==> config.mk <==
export PLATFORM = sky130hd
export DESIGN_NAME = pts_target_seq
export DESIGN_NICKNAME = d
export VERILOG_FILES = /design/src/rtl/pts_pkg.sv /design/src/rtl/pts_decode.sv /design/src/rtl/pts_ctl.sv /design/src/rtl/pts_lanes.sv /design/src/rtl/pts_target_seq.sv
export SDC_FILE = /design/constraint.sdc
export NUM_CORES = 1
export LEC_CHECK = 0
export BUFFER_PORTS_ARGS = -buffer_cell sky130_fd_sc_hd__buf_4
export CAP_MARGIN = 20
export CORE_AREA = 2 2 228 230
export DETAILED_ROUTE_END_ITERATION = 7
export DIE_AREA = 0 0 230 232
export GPL_TIMING_DRIVEN = 1
export PLACE_DENSITY_LB_ADDON = 0.3
export SYNTH_ARGS = -nofsm -noshare
export SYNTH_HDL_FRONTEND = slang
export SYNTH_SLANG_ARGS = --single-unit
==> constraint.sdc <==
create_clock -name clk -period 6.45 [get_ports clk]
set_clock_uncertainty 0.15 [all_clocks]
set_input_delay 1.29 -clock clk [delete_from_list [all_inputs] [get_ports clk]]
set_output_delay 1.29 -clock clk [all_outputs]
set_load 0.01 [all_outputs]
==> src/rtl/pts_pkg.sv <==
package pts_pkg;

  typedef enum logic [2:0] {
    ST_IDLE, ST_DEC1, ST_DEC2, ST_DATA, ST_STOPW, ST_TURN, ST_SKIP
  } pts_state_e;

  typedef enum logic [1:0] {CL_NONE, CL_MEM, CL_IO, CL_CFG} pts_class_e;

  // Command space of a bus command code.
  function automatic pts_class_e cmd_class(input logic [3:0] c);
    case (c)
      4'h2, 4'h3:                    return CL_IO;
      4'h6, 4'h7, 4'hC, 4'hE, 4'hF:  return CL_MEM;
      4'hA, 4'hB:                    return CL_CFG;
      default:                       return CL_NONE;
    endcase
  endfunction

  // Read-line/read-multiple fold into read, write-invalidate into write.
  function automatic logic [3:0] norm_cmd(input logic [3:0] c);
    case (c)
      4'hC, 4'hE: return 4'h6;
      4'hF:       return 4'h7;
      default:    return c;
    endcase
  endfunction

  // Every supported read command has bit 0 clear.
  function automatic logic cmd_is_read(input logic [3:0] c);
    return ~c[0];
  endfunction

endpackage

==> src/rtl/pts_decode.sv <==
module pts_decode
  import pts_pkg::*;
#(
  parameter int NBAR = 6,
  parameter int AW   = 32
) (
  input  logic [AW-1:0]      addr,
  input  logic [3:0]         cmd,
  input  logic               idsel,
  input  logic [NBAR*AW-1:0] base,
  input  logic [NBAR*AW-1:0] mask,
  input  logic [NBAR-1:0]    en,
  input  logic [NBAR-1:0]    io,
  output logic [NBAR-1:0]    hit,
  output pts_class_e         cls,
  output logic               claim
);

  localparam logic [NBAR-1:0] LSB_ONE = {{(NBAR-1){1'b0}}, 1'b1};

  logic [NBAR-1:0] raw;
  logic            is_io;
  logic            spaced;

  assign cls    = cmd_class(cmd);
  assign is_io  = (cls == CL_IO);
  assign spaced = (cls == CL_MEM) || is_io;

  for (genvar g = 0; g < NBAR; g++) begin : g_range
    assign raw[g] = en[g] && spaced && (io[g] == is_io) &&
                    (((addr ^ base[g*AW +: AW]) & mask[g*AW +: AW]) == '0);
  end

  // Isolate the lowest set bit: lowest index has priority.
  assign hit   = raw & (~raw + LSB_ONE);
  assign claim = (cls == CL_CFG) ? (idsel && (addr[1:0] == 2'b00)) : (|raw);

endmodule

==> src/rtl/pts_ctl.sv <==
module pts_ctl
  import pts_pkg::*;
(
  input  logic       clk,
  input  logic       rst_n,
  input  logic       frame_n,
  input  logic       irdy_n,
  input  logic       addr_evt,
  input  logic       claim_in,
  input  pts_class_e cls_in,
  input  logic       wide_in,
  input  logic       lcl_ready,
  input  logic       lcl_retry,
  input  logic       lcl_disc,
  input  logic       lcl_abort,
  output logic       devsel_n,
  output logic       trdy_n,
  output logic       stop_n,
  output logic       ack64_n,
  output logic       ctl_oe,
  output logic       idle,
  output logic       in_data,
  output logic       xfer,
  output pts_class_e cls_q,
  output logic       wide_q
);

  pts_state_e st, st_nx;
  logic claim_q, abort_q;
  logic is_cfg, is_mem, abort_c, retry_c, disc_c, rdy_c, trdy_on, stop_on;

  // Data-phase decisions, priority abort > retry > disconnect.
  assign is_cfg  = (cls_q == CL_CFG);
  assign is_mem  = (cls_q == CL_MEM);
  assign abort_c = !is_cfg && lcl_abort;
  assign retry_c = !is_cfg && !abort_c && lcl_retry;
  assign disc_c  = is_mem && !abort_c && !retry_c && lcl_disc;
  assign rdy_c   = is_cfg || lcl_ready;
  assign trdy_on = !abort_c && !retry_c && rdy_c;
  // Single-phase spaces end a burst attempt by themselves.
  assign stop_on = abort_c || retry_c || disc_c || (!is_mem && !frame_n && rdy_c);

  assign idle    = (st == ST_IDLE);
  assign in_data = (st == ST_DATA);
  assign xfer    = in_data && trdy_on && !irdy_n;
  assign ctl_oe  = (st == ST_DATA) || (st == ST_STOPW) || (st == ST_TURN);

  always_comb begin
    devsel_n = 1'b1;
    trdy_n   = 1'b1;
    stop_n   = 1'b1;
    ack64_n  = 1'b1;
    case (st)
      ST_DATA: begin
        devsel_n = abort_c;
        ack64_n  = ~(wide_q & ~abort_c);
        trdy_n   = ~trdy_on;
        stop_n   = ~stop_on;
      end
      ST_STOPW: begin
        devsel_n = abort_q;
        ack64_n  = ~(wide_q & ~abort_q);
        stop_n   = 1'b0;
      end
      default: ;
    endcase
  end

  always_comb begin
    st_nx = st;
    case (st)
      ST_IDLE:  if (addr_evt) st_nx = ST_DEC1;
      ST_DEC1:  st_nx = ST_DEC2;
      ST_DEC2:  st_nx = claim_q ? ST_DATA : ST_SKIP;
      ST_DATA: begin
        if (stop_on) begin
          if (!(trdy_on && irdy_n)) st_nx = ST_STOPW;
        end else if (xfer && frame_n) begin
          st_nx = ST_TURN;
        end
      end
      ST_STOPW: if (frame_n) st_nx = ST_TURN;
      ST_TURN:  st_nx = ST_IDLE;
      ST_SKIP:  if (frame_n && irdy_n) st_nx = ST_IDLE;
      default:  st_nx = ST_IDLE;
    endcase
  end

  always_ff @(posedge clk or negedge rst_n) begin
    if (!rst_n) begin
      st      <= ST_IDLE;
      claim_q <= 1'b0;
      abort_q <= 1'b0;
      cls_q   <= CL_NONE;
      wide_q  <= 1'b0;
    end else begin
      st <= st_nx;
      if (idle && addr_evt) begin
        claim_q <= claim_in;
        cls_q   <= cls_in;
        wide_q  <= wide_in;
        abort_q <= 1'b0;
      end
      if (in_data && st_nx == ST_STOPW) abort_q <= abort_c;
    end
  end

  // a configuration phase never waits on or is stopped by the local side.
  assert_cfg_local_free_R5: assert property (@(posedge clk) disable iff (!rst_n)
    (in_data && is_cfg && frame_n) |-> (!trdy_n && stop_n && !devsel_n))
    else $error("configuration phase depended on local inputs");

  // disconnect never stops a single I/O phase.
  assert_io_no_disc_R6: assert property (@(posedge clk) disable iff (!rst_n)
    (in_data && cls_q == CL_IO && frame_n && !lcl_retry && !lcl_abort) |-> stop_n)
    else $error("I/O phase stopped without retry or abort");

  // abort never carries data.
  assert_abort_no_trdy_R8: assert property (@(posedge clk) disable iff (!rst_n)
    (!stop_n && devsel_n) |-> trdy_n)
    else $error("TRDY# seen during target abort");

endmodule

==> src/rtl/pts_lanes.sv <==
module pts_lanes
  import pts_pkg::*;
#(
  parameter int DW = 64
) (
  input  logic          clk,
  input  logic          rst_n,
  input  logic          start,
  input  logic          start_hi,
  input  logic          start_rd,
  input  pts_class_e    cls,
  input  logic          wide,
  input  logic          in_data,
  input  logic          xfer,
  input  logic [DW-1:0] rdata,
  output logic [DW-1:0] ad_out,
  output logic          ad_oe,
  output logic          lcl_xfer,
  output logic          lcl_hi
);

  localparam int HW = DW / 2;

  logic read_q, half_q, narrow;

  assign narrow   = read_q && (cls == CL_MEM) && !wide;
  assign lcl_hi   = narrow && half_q;
  assign lcl_xfer = xfer && (!narrow || half_q);
  assign ad_oe    = in_data && read_q;
  assign ad_out   = {rdata[DW-1:HW], lcl_hi ? rdata[DW-1:HW] : rdata[HW-1:0]};

  always_ff @(posedge clk or negedge rst_n) begin
    if (!rst_n) begin
      read_q <= 1'b0;
      half_q <= 1'b0;
    end else if (start) begin
      read_q <= start_rd;
      half_q <= start_hi;
    end else if (xfer && narrow) begin
      half_q <= ~half_q;
    end
  end

endmodule

==> src/rtl/pts_target_seq.sv <==
module pts_target_seq
  import pts_pkg::*;
#(
  parameter int NBAR = 6,
  parameter int AW   = 32,
  parameter int DW   = 64
) (
  input  logic               clk,
  input  logic               rst_n,
  input  logic               frame_n,
  input  logic               req64_n,
  input  logic               irdy_n,
  input  logic               idsel,
  input  logic [AW-1:0]      ad_in,
  input  logic [3:0]         cbe_in,
  input  logic [NBAR*AW-1:0] bar_base,
  input  logic [NBAR*AW-1:0] bar_mask,
  input  logic [NBAR-1:0]    bar_en,
  input  logic [NBAR-1:0]    bar_io,
  input  logic               lcl_ready,
  input  logic               lcl_retry,
  input  logic               lcl_disc,
  input  logic               lcl_abort,
  input  logic [DW-1:0]      lcl_rdata,
  output logic               devsel_n,
  output logic               trdy_n,
  output logic               stop_n,
  output logic               ack64_n,
  output logic               ctl_oe,
  output logic [DW-1:0]      ad_out,
  output logic               ad_oe,
  output logic [NBAR-1:0]    bar_hit,
  output logic [3:0]         cmd_out,
  output logic               lcl_xfer,
  output logic               lcl_hi
);

  logic            frame_q, idle, addr_evt, in_data, xfer, wide_q, dec_claim;
  logic [NBAR-1:0] dec_hit, hit_q;
  logic [3:0]      cmd_q;
  pts_class_e      dec_cls, cls_q;

  // Address clock: first low FRAME# seen while idle.
  assign addr_evt = idle && !frame_n && frame_q;

  pts_decode #(.NBAR(NBAR), .AW(AW)) decode_i (
    .addr(ad_in), .cmd(cbe_in), .idsel(idsel), .base(bar_base), .mask(bar_mask),
    .en(bar_en), .io(bar_io), .hit(dec_hit), .cls(dec_cls), .claim(dec_claim)
  );

  pts_ctl ctl_i (
    .clk(clk), .rst_n(rst_n), .frame_n(frame_n), .irdy_n(irdy_n),
    .addr_evt(addr_evt), .claim_in(dec_claim), .cls_in(dec_cls),
    .wide_in(!req64_n && dec_cls == CL_MEM),
    .lcl_ready(lcl_ready), .lcl_retry(lcl_retry), .lcl_disc(lcl_disc), .lcl_abort(lcl_abort),
    .devsel_n(devsel_n), .trdy_n(trdy_n), .stop_n(stop_n), .ack64_n(ack64_n),
    .ctl_oe(ctl_oe), .idle(idle), .in_data(in_data), .xfer(xfer),
    .cls_q(cls_q), .wide_q(wide_q)
  );

  pts_lanes #(.DW(DW)) lanes_i (
    .clk(clk), .rst_n(rst_n), .start(addr_evt), .start_hi(ad_in[2]),
    .start_rd(cmd_is_read(cbe_in)), .cls(cls_q), .wide(wide_q), .in_data(in_data),
    .xfer(xfer), .rdata(lcl_rdata), .ad_out(ad_out), .ad_oe(ad_oe),
    .lcl_xfer(lcl_xfer), .lcl_hi(lcl_hi)
  );

  always_ff @(posedge clk or negedge rst_n) begin
    if (!rst_n) begin
      frame_q <= 1'b1;
      hit_q   <= '0;
      cmd_q   <= '0;
    end else begin
      frame_q <= frame_n;
      if (addr_evt) begin
        hit_q <= dec_hit;
        cmd_q <= norm_cmd(cbe_in);
      end
    end
  end

  assign bar_hit = ctl_oe ? hit_q : '0;
  assign cmd_out = cmd_q;

  // the claim edge trails the address clock by exactly three clocks.
  assert_slow_claim_R2: assert property (@(posedge clk) disable iff (!rst_n)
    $fell(devsel_n) |-> $past(addr_evt, 3))
    else $error("DEVSEL# asserted off the slow-decode slot");

  // 64-bit acknowledge only together with device select.
  assert_ack_needs_devsel_R3: assert property (@(posedge clk) disable iff (!rst_n)
    !ack64_n |-> !devsel_n)
    else $error("ACK64# without DEVSEL#");

  // at most one range reported.
  assert_hit_onehot_R4: assert property (@(posedge clk) disable iff (!rst_n)
    $onehot0(bar_hit))
    else $error("range hit not one-hot");

  // released lines read inactive.
  assert_release_idle_R10: assert property (@(posedge clk) disable iff (!rst_n)
    !ctl_oe |-> (devsel_n && trdy_n && stop_n && ack64_n))
    else $error("control line active while released");

  // the lines are driven high in the clock before release.
  assert_turnaround_R10: assert property (@(posedge clk) disable iff (!rst_n)
    $fell(ctl_oe) |-> $past(devsel_n && trdy_n && stop_n && ack64_n))
    else $error("no high turnaround before release");

endmodule

======== Word-level counts from Yosys, hierarchy flattened ========
Memories as Yosys holds them, arrays and structs flattened.
Index checks and enable logic that the tools add are counted.
operators by class
  bitwise operators ....................... 24
  reduce and logical (&&, ||, !) cells .... 74
  equality and inequality tests ........... 21
  add/subtract/negate cells ............... 1
  muxes and demuxes ....................... 20
operator list
  operator                                                                number
  32-bit bitwise AND                                                      6
  32-bit logical NOT                                                      6
  32-bit bitwise XOR                                                      6
  1-bit logical AND                                                       45
  32-bit 2-to-1 mux                                                       1
  3-bit 2-to-1 mux                                                        7
  3-bit one-hot mux with 6 select lines                                   1
  3-bit equality test (second input constant)                             4
  4-bit equality test (second input constant)                             3
  1-bit logical NOT                                                       9
  1-bit logical OR                                                        8
  1-bit NOT                                                               8
  4-bit one-hot mux with 2 select lines                                   1
  6-bit by 1-bit adder with 6-bit output (second input constant)          1
  6-bit bitwise AND                                                       1
  1-bit equality test                                                     6
  2-bit equality test (second input constant)                             3
  3-bit by 2-bit equality test with 1-bit output (second input constant)  2
  1-bit 2-to-1 mux                                                        6
  6-bit 2-to-1 mux                                                        1
  6-bit NOT                                                               1
  1-bit one-hot mux with 2 select lines                                   3
  6-bit OR reduction                                                      1
  2-bit by 1-bit equality test with 1-bit output (second input constant)  2
  other kinds (6)                                                         8
word-level totals
  flip-flop bits (word level) ............. 21
  input port bits ......................... 506
  memories kept ........................... 1
  logic and storage cells ................. 151
  bits in read-only memories .............. 32
memory list
  name             depth  bits a word  rd ports  clocked after Yosys merged registers in  write ports  line           source
  (no name shown)  16     2            1         0                                        0            pts_pkg.sv:11  case (c)

======== Longest topological paths before layout ========
  word-level depth ........................ 18
  mapped depth ............................ 12

======== By module ========
A second synthesis with hierarchy kept.
second synthesis, totals
  cells, all modules ...................... 565
  area, all modules ....................... 5,023.6 um2
modules (own cells, without submodules)
  module          sequential area each (um2)  instances  area each (um2)  cells an instance
  pts_decode      0.0                         1          3,114.2          387
  pts_lanes       50.0                        1          885.8            81
  pts_ctl         200.2                       1          523.0            57
  pts_target_seq  276.5                       1          500.5            40

======== Least setup slack after synthesis ========
No wires, ideal clock.
  kind .................................... in2out
  start ................................... input port lcl_abort
  end ..................................... output port lcl_xfer
  stages on the path ...................... 3
  data required time ...................... 5.010 ns
  setup slack ............................. 2.873 ns
  arrival ................................. 2.137 ns
  cell sequence ........................... nor3b_1 -> o21ai_0 -> a211oi_1
on the way
  word-level cells in the longest chain between the ends .. 10
ends and longest elaborated chain
  item                                line                          source
  start, declared                     pts_target_seq.sv:23          input logic lcl_abort,
  1-bit logical AND (*)               pts_ctl.sv:35                 assign abort_c = !is_cfg && lcl_abort;
  1-bit logical NOT (*)               pts_ctl.sv:36, pts_ctl.sv:39
  1-bit logical AND (2 in a row)      pts_ctl.sv:36                 assign retry_c = !is_cfg && !abort_c && lcl_retry;
  1-bit logical NOT                   pts_ctl.sv:39                 assign trdy_on = !abort_c && !retry_c && rdy_c;
  1-bit logical AND (*) (2 in a row)  pts_ctl.sv:39
  1-bit logical AND (*) (2 in a row)  pts_ctl.sv:45                 assign xfer = in_data && trdy_on && !irdy_n;
  1-bit logical AND (*)               pts_lanes.sv:28               assign lcl_xfer = xfer && (!narrow || half_q);
  end, declared                       pts_target_seq.sv:34          output logic lcl_xfer,
Every way passes the cells marked *; elsewhere a longest branch is shown, timed or not.

======== Worst setup path in the final report ========
Ends and elaborated chain as after synthesis.

==> qor.yml <==
setup_path:
  crit_path_max_fanout: 4
  timing.rr.end: "ctl_i.st[1]"
  r2r_setup_slack_ns: 4.38
  worst-path-stages: 5
  crit_chain: "buf_4, nor3b_1, o21ai_0, a211oi_1, buf_4"
  cpPeakStageDelay_ns: 0.46
  crit_buf_inv: 2
  rr_startpoint: "ctl_i.st[2]"
  critPathTopFamily: "compound AO/OA/AOI/OAI gates"
  start_kind: "primary input"
  cp-end-kind: "output port"
  critical_path_class: "in2out"
  crit_top_cell: "buf_4"
  cp.required_ns: 5.01
  arrival_ns: 2.50
  rr_worst_depth: 7
  crit_start: "lcl_abort"
  slowest_stage: "a211oi_1"
  worstSetupEndpoint: "lcl_xfer"
place:
  dp_hpwl_um: 42000
  place_congestion: 0.881
  portBuffers: 587
layout:
  final_cell_mix: "buf_4, xor2_1, a22oi_1"
  area_growth_pct: 105
  fill_cells: 5774
  final_common_cell: "buf_4"
  drive_gt1_frac: 0.578
  multi_input_area_um2: 3650
  finalNetCount: 1594
  ff_latch_area_um2: 527
synth:
  synth_mux_area_frac: 0.0817
  synth-edff-count: 0
  synth_warnings: 0
  ys_types: 45
  syn_avg_cell_area_um2: 8.30
  synth-async-reset-ratio: 1.00
  synthCells: 563
  synth_compound_area_frac: 0.210
  seq_area_frac_synth: 0.113
  syn_nets: 1072
  synth_xor_area_frac: 0.373
  ys_seq_elements: 21
  synth_top_family_by_area: "XOR/XNOR gates"
  synthFlopType: "dfrtp_1"
  synth_simple_gate_area_share: 0.109
  synthesis.area_um2: 4670
  synth-adder-area-share: 0.00803
clocking:
  cts_made_buffers: 3
  insertion_delay_ns: 0.25
  cts_tree: "yes"
  clockBufferDepth: 2
  ctsHoldBuffers: 0
  cts-root-buf: "clkbuf_16"
  post_cts_buffers: 0
  cts_resized: 0
  htreeDepth: 1
  clk_pin_slew_ns: 0.06
  clock_sinks: 21
timing:
  fmax_mhz: 254
  whs_ns: 0.340
  period_share: 0.611
  worst_pin_slew_ns: 0.741
  hold_viol_final: 0
  report.final.setup_viol: 0
  rsz0062_at_grt: "no"
  setup_tns_ns: 0
  slew_violations: 0
  slew_headroom: 0.501
  period_needed_ns: 3.94
floorplan:
  die_area_um2: 53400
  ios: 588
  dieHeight_um: 232
  core_area_um2: 50900
  start_util: 0.0918
  die_w_um: 230
  row_count: 83
worst_hold_path:
  hold_class: "reg2reg"
outcome:
  status: "complete, no violations"
power_and_ir_drop:
  powerDensity_nw_per_um2: 127
  p_total_uw: 1220
  ir_drop_uv: 104
  leakage_uw: 0.00467
route:
  drc: 0
  vias: 6493
  dr.first_iter.drc_count: 284
  wl_um: 45600
  avgRoutedWirePerCell_um: 25.8
  postRouteAntennaNets: 0
  via_per_inst: 3.67
  first_pass_iters: 7
global_route:
  grt_pass1_wl_um: 59100
  grt_max_degree: 34
  antenna_found_initial: 12
  grt_usage: 0.164
  grt_remaining_overflow: 0
  grt_pass1_vias: 6967
flow_run:
  max_cap_viol_count: 0
## worst min-delay path by stage
stage                  startpoint            end  slack [ns]  depth (start not counted)
finish                 cmd_out[3]     cmd_out[3]        0.34                          2
global route        ctl_i.abort_q  ctl_i.abort_q        0.39                          1
CTS                    cmd_out[3]     cmd_out[3]        0.34                          2
detailed placement     cmd_out[3]     cmd_out[3]        0.33                          2
global placement       cmd_out[3]     cmd_out[3]        0.32                          2
floorplan                hit_q[0]       hit_q[0]        0.29                          2
## layout make-up
type | count | area share
Timing Repair Buffer | 589 | 0.462
Multi-Input combinational cell | 463 | 0.382
Tap cell | 680 | 0.0889
Sequential cell | 21 | 0.0551
Clock buffer | 4 | 0.00824
Inverter | 7 | 0.00275
Antenna cell | 4 | 0.00105
## synth_stat cells, drive strengths merged, types with 2 or more instances
library cell / number / area share
a21oi: 8 / 0.0086
a221oi: 11 / 0.022
a22oi: 63 / 0.10
nor3b: 7 / 0.011
dfrtp: 20 / 0.11
xor2: 198 / 0.37
buf: 65 / 0.088
a21boi: 2 / 0.0032
nand3: 6 / 0.0064
and2: 9 / 0.012
inv: 7 / 0.0056
nor3: 5 / 0.0054
mux2: 33 / 0.080
ha: 3 / 0.0080
a22o: 11 / 0.021
clkbuf: 7 / 0.012
nand2: 29 / 0.023
nand4: 21 / 0.028
nand2b: 2 / 0.0027
o32ai: 2 / 0.0037
and3: 5 / 0.0067
nor2: 5 / 0.0040
a211oi: 2 / 0.0032
nor2b: 4 / 0.0054
o21ai: 19 / 0.020
a222oi: 6 / 0.013
## cells by family after synthesis
kind of cell             count (synthesis)
AO/OA/AOI/OAI                          132
XOR/XNOR                               199
adder cells (fa/ha/maj)                  3
buffers and inverters                   79
flip-flops                              21
multiplexers                            34
AND/OR/NAND/NOR                         95
## per-layer routing
layer  share of wire  wire length [um]  GRT usage  vias to the layer above
li1                -                 -          -                     3033
met3           0.071              3240     0.0383                       24
met1            0.39             17900      0.187                     3035
met4          0.0044               202    0.00786                       14
met2            0.53             24200      0.319                      387
met5          0.0018                82          0                        -
## per-stage QoR
stage	utilization	std cells	instance area [um2]	setup slack, ns
6_report	0.188	1768	9570	2.51
5_1_grt	0.188	1765	9560	2.22
4_1_cts	0.188	1764	9560	2.50
3_5_place_dp	0.186	1760	9480	2.27
3_3_place_gp	0.186	1760	9480	2.40
2_1_floorplan	-	563	4670	2.87
## worst reg2reg max path: stages, from the launching register on
cell and delay [ns]:
dfrtp_1 0.43, inv_1 0.15, and3_1 0.27, o21ai_0 0.23, o31ai_1 0.43, a21oi_1 0.13
nor2b_1 0.12, a311oi_1 0.05
## power by group
part	total (uW)	internal [uW]	switching (uW)
combinational	869	459	410
clock	133	84.2	48.5
sequential	216	172	44.4
total	1220	716	503
## state kept, by name, summed over array words and instances (netlist names)
signal and cells:
hit_q 6, ctl_i.claim_q 1, ctl_i.st 3, ctl_i.wide_q 1, ctl_i.cls_q 2, cmd_out 4
lanes_i.read_q 1, lanes_i.half_q 1, ctl_i.abort_q 1, frame_q 1
(Power assumes the default switching activity.)
